File: src/rtl/vdmx_pkg.sv
package vdmx_pkg;
  localparam int NUM_PH = 4;
  localparam int PH_W   = $clog2(NUM_PH);

  typedef enum logic [PH_W-1:0] {
    PH_CB = 2'd0,
    PH_Y0 = 2'd1,
    PH_CR = 2'd2,
    PH_Y1 = 2'd3
  } phase_t;
endpackage

File: src/rtl/vdmx_phase.sv
module vdmx_phase
  import vdmx_pkg::*;
(
  input  logic   clk,
  input  logic   rst_n,
  input  logic   sync_i,
  output phase_t phase_o,
  output logic   live_o
);
  logic            sync_q;
  logic            locked_q;
  phase_t          ph_q;
  logic            align;
  logic [PH_W-1:0] ph_nxt;

  assign align   = sync_q & ~sync_i;
  assign phase_o = align ? PH_CB : ph_q;
  assign live_o  = locked_q | align;
  assign ph_nxt  = phase_o + 2'd1;

  always_ff @(posedge clk or negedge rst_n) begin
    if (!rst_n) begin
      sync_q   <= 1'b0;
      locked_q <= 1'b0;
      ph_q     <= PH_CB;
    end else begin
      sync_q <= sync_i;
      ph_q   <= phase_t'(ph_nxt);
      if (align) locked_q <= 1'b1;
    end
  end
endmodule

File: src/rtl/vdmx_capture.sv
module vdmx_capture
  import vdmx_pkg::*;
#(
  parameter int DW = 10
) (
  input  logic          clk,
  input  logic          rst_n,
  input  phase_t        phase_i,
  input  logic          live_i,
  input  logic [DW-1:0] word_i,
  output logic          trip_valid_o,
  output logic [DW-1:0] trip_y_o,
  output logic [DW-1:0] trip_cb_o,
  output logic [DW-1:0] trip_cr_o,
  output logic          solo_valid_o,
  output logic [DW-1:0] solo_y_o
);
  localparam int LANES = 2;

  logic [DW-1:0] hold [LANES];

  for (genvar g = 0; g < LANES; g++) begin : g_lane
    always_ff @(posedge clk or negedge rst_n) begin
      if (!rst_n) hold[g] <= '0;
      else if (live_i && phase_i == phase_t'(PH_W'(g))) hold[g] <= word_i;
    end
  end

  always_ff @(posedge clk or negedge rst_n) begin
    if (!rst_n) begin
      trip_valid_o <= 1'b0;
      solo_valid_o <= 1'b0;
      trip_y_o     <= '0;
      trip_cb_o    <= '0;
      trip_cr_o    <= '0;
      solo_y_o     <= '0;
    end else begin
      trip_valid_o <= 1'b0;
      solo_valid_o <= 1'b0;
      if (live_i) begin
        case (phase_i)
          PH_CR: begin
            trip_valid_o <= 1'b1;
            trip_cb_o    <= hold[0];
            trip_y_o     <= hold[1];
            trip_cr_o    <= word_i;
          end
          PH_Y1: begin
            solo_valid_o <= 1'b1;
            solo_y_o     <= word_i;
          end
          default: ;
        endcase
      end
    end
  end
endmodule

File: src/rtl/vdmx.sv
module vdmx
  import vdmx_pkg::*;
#(
  parameter int DATA_W = 10
) (
  input  logic              clk,
  input  logic              rst_n,
  input  logic              sync_i,
  input  logic [DATA_W-1:0] word_i,
  output logic              trip_valid_o,
  output logic [DATA_W-1:0] trip_y_o,
  output logic [DATA_W-1:0] trip_cb_o,
  output logic [DATA_W-1:0] trip_cr_o,
  output logic              solo_valid_o,
  output logic [DATA_W-1:0] solo_y_o
);
  phase_t phase;
  logic   live;

  vdmx_phase u_phase (
    .clk     (clk),
    .rst_n   (rst_n),
    .sync_i  (sync_i),
    .phase_o (phase),
    .live_o  (live)
  );

  vdmx_capture #(.DW(DATA_W)) u_capture (
    .clk          (clk),
    .rst_n        (rst_n),
    .phase_i      (phase),
    .live_i       (live),
    .word_i       (word_i),
    .trip_valid_o (trip_valid_o),
    .trip_y_o     (trip_y_o),
    .trip_cb_o    (trip_cb_o),
    .trip_cr_o    (trip_cr_o),
    .solo_valid_o (solo_valid_o),
    .solo_y_o     (solo_y_o)
  );
endmodule

File: config.mk
export PLATFORM = sky130hd
export DESIGN_NAME = vdmx
export DESIGN_NICKNAME = d
export VERILOG_FILES = /design/src/rtl/vdmx_pkg.sv /design/src/rtl/vdmx_phase.sv /design/src/rtl/vdmx_capture.sv /design/src/rtl/vdmx.sv
export SDC_FILE = /design/constraint.sdc
export NUM_CORES = 1
export LEC_CHECK = 0
export BUFFER_PORTS_ARGS = -buffer_cell sky130_fd_sc_hd__buf_2
export CAP_MARGIN = 20
export CORE_UTILIZATION = 45
export CTS_CLUSTER_SIZE = 40
export DETAILED_ROUTE_END_ITERATION = 7
export PLACE_DENSITY = 0.77
export SLEW_MARGIN = 10
export SYNTH_ARGS = -nofsm -noshare
export SYNTH_HDL_FRONTEND = slang
export SYNTH_HIERARCHICAL = 1
export SYNTH_SLANG_ARGS = --single-unit
export TNS_END_PERCENT = 1
File: constraint.sdc
create_clock -name clk -period 1.6 [get_ports clk]
set_clock_uncertainty 0.15 [all_clocks]
set_input_delay 0.32 -clock clk [delete_from_list [all_inputs] [get_ports clk]]
set_output_delay 0.32 -clock clk [all_outputs]
set_load 0.02 [all_outputs]
==> impl_metrics.json <==
{
  "holdPathStages": 2,
  "critPathMaxFanout": 17,
  "core-area_sq_mm": 0.00554,
  "clock_path_buffers": 2,
  "setup_viol": 0,
  "postCtsSetupBuffers": 0,
  "reg2reg_depth": 5,
  "required_ps": 1660,
  "die_h_microns": 78.1,
  "timing.final.max_slew_violations": 0,
  "wire_per_inst_microns": 15.0,
  "place_area_sq_mm": 0.00303,
  "fin_crit_ps": 1590,
  "synth_compound_area_share_pct": 0,
  "synthSimpleGateAreaFrac_pct": 3.84,
  "rsz0062_at_grt": "true",
  "report.final.hold_viol_count": 0,
  "synthAdderAreaFrac_pct": 0,
  "synth_area_per_cell_sq_um": 17.9,
  "place_ws_ps": -198,
  "synthToLayoutAreaGrowth_pct": 26.6,
  "hold_path.class": "input pin to flop",
  "synth.area.mux_share_pct": 30.1,
  "syn_area_sq_mm": 0.00261,
  "yosysSeqAreaShare_pct": 63.3,
  "slowest_stage": "dfrtp_1",
  "path_cells": "nand2b_4 > and2_4 > nand3b_4 > buf_12 > mux2_4",
  "syn-num-nets": 159,
  "fin_tns_setup_ps": 0,
  "cts_tree": "done",
  "rows": 27,
  "period_share_pct": 99.5,
  "ant_nets": 0,
  "drc_errors": 0,
  "layout_commonest_cell": "dfrtp_1",
  "place.gp.congestion": 0.737,
  "syn_inst": 146,
  "drive_above_1_share_pct": 66.1,
  "finalNonFillerCells": 293,
  "p_leak_nw": 1.65,
  "status": "finished, final reports clean",
  "drv_cap": 0,
  "fin_ws_ps": 8.23,
  "drt_iter0_drc": 46,
  "port_buffers": 54,
  "power.density_mw_per_mm2": 2170,
  "clock_sinks": 66,
  "synth_area_leaders": "dfrtp_1 63%, mux2_4 17%, mux2_2 13%, buf_6 1.3%, buf_4 0.86%",
  "start_util_pct": 47.1,
  "via_count": 1421,
  "grt_first_pass_wirelength_microns": 7450,
  "max_slew_margin_pct": 77.4,
  "stdcell_area_sq_mm": 0.00330,
  "grt_pass1_vias": 1465,
  "die-area_sq_mm": 0.00611,
  "wirelength_microns": 4400,
  "dr.pass1.iters": 2,
  "p_total_mw": 7.16,
  "critPathArrivalTime_ps": 1660,
  "ys_ff_latch": 66,
  "synth-warning-count": 6,
  "final_net_count": 229,
  "die_w_microns": 78.1,
  "yosysTopAreaCellShare_pct": 63.3,
  "synth-xor-area-share_pct": 0.336,
  "endpoint_kind": "flop",
  "root_buffer": "clkbuf_8",
  "grt_max_degree": 67,
  "synth_top_family_by_area": "multiplexers",
  "post-place-cells": 275,
  "antenna_found_initial": 0,
  "grt.total_usage_pct": 16.9,
  "grt_overflow_total": 0,
  "clock_latency_ps": 330,
  "slowest_delay_ps": 390,
  "viasPerCell": 4.85,
  "crit_path_start_kind": "flop",
  "numCtsBuffers": 9,
  "ios": 55,
  "num_antenna_cells": 0,
  "critical_path_class": "flop to flop",
  "clkTransAtPathRegs_ps": 60,
  "synth_cell_types": 16,
  "tightest_slew_ps": 339,
  "yosys.area.top_type": "dfrtp_1",
  "clock.fmax_mhz": 628,
  "fillCellCount": 460,
  "cts_max_level": 3,
  "ir_drop_mv": 1.10,
  "layout_common_cells": "66 x dfrtp_1, 54 x buf_2, 31 x mux2_2"
}
## final cells by class
| cell class | count | area [sq um] | area share [%] |
|---|---|---|---|
| clock buffers | 12 | 165 | 5.00 |
| well taps | 72 | 90.1 | 2.73 |
| repair buffers | 65 | 415 | 12.6 |
| inverters | 2 | 7.51 | 0.227 |
| flip-flops and latches | 66 | 1650 | 50.0 |
| clock inverters | 4 | 72.6 | 2.20 |
| multi-input cells | 72 | 900 | 27.2 |
## what timing repair did
item | in CTS | in global routing
endpoints found under the hold margin | 67 | 0
resized for setup | 2 | 1
cloned | 0 | 0
hold buffers | 2 | 0
endpoints found under the setup margin | 10 | 38
## worst max-delay path: cells and delay by family, from the launching register on
family        cells  cell delay, ps
buf+inv           1             190
flops             1             390
mux               1             310
simple gates      3             430
## metrics by stage
stage	utilization (%)	hold WS, ps
floorplan	-	-126
CTS	59.5	99.2
finish	59.6	120
global placement	54.8	212
detailed placement	54.8	214
global route	59.6	105
## registers in the layout (all words and copies together) (netlist names)
register                flops
u_capture/hold             20
u_capture/trip_cr_o        10
u_phase/ph_q                2
u_capture/solo_y_o         10
u_capture/trip_cb_o        10
u_phase/sync_q              1
u_phase/locked_q            1
u_capture/trip_y_o         10
u_capture/solo_valid_o      1
u_capture/trip_valid_o      1
## synthesized netlist by cell type
cell      instances
nand3_2           1
buf_6             3
and2_1            2
mux2_4           29
nand2_1           1
buf_4             3
xor2_1            1
nand2b_1          2
nor3b_2           1
dfrtp_1          66
mux2_2           31
inv_1             2
and2_2            1
nand2b_4          1
nand3b_1          1
nand3b_4          1
## path summary, 6_finish.rpt
check | from | end | slack, ps
worst min register to register | u_phase/locked_q$_DFFE_PN0P_ | u_phase/locked_q$_DFFE_PN0P_ | 310
worst min-delay path | word_i[9] | u_capture/solo_y_o[9]$_DFFE_PN0P_ | 120
max in group asynchronous | rst_n | u_capture/trip_y_o[1]$_DFFE_PN0P_ | 640
min in group asynchronous | rst_n | u_capture/trip_y_o[5]$_DFFE_PN0P_ | 380
worst max register to register | u_phase/sync_q$_DFF_PN0_ | u_capture/trip_cr_o[1]$_DFFE_PN0P_ | 8
worst max-delay path | u_phase/sync_q$_DFF_PN0_ | u_capture/trip_cr_o[1]$_DFFE_PN0P_ | 8
## kinds of logic after synthesis
family	count (synthesis)
XOR/XNOR	1
AND/OR/NAND/NOR	11
multiplexers	60
flip-flops	66
buffers and inverters	8
## report_power, final
group	total (mW)	leakage [nW]	internal, mW	switching [mW]
logic	2.75	0.750	1.43	1.32
registers	2.82	0.776	2.42	0.395
clock network	1.59	0.119	1.00	0.589
## metal layers
| metal | vias up | wire length [microns] | part of all wire, % | GRT usage, % |
|---|---|---|---|---|
| met3 | 5 | 373 | 8.5 | 8.84 |
| met4 | 0 | 40 | 0.91 | 6.67 |
| met5 | - | 0 | 0 | 0 |
| met2 | 53 | 2040 | 46 | 24.9 |
| li1 | 651 | - | - | - |
| met1 | 712 | 1950 | 44 | 21.0 |
(Power assumes the default switching activity.)
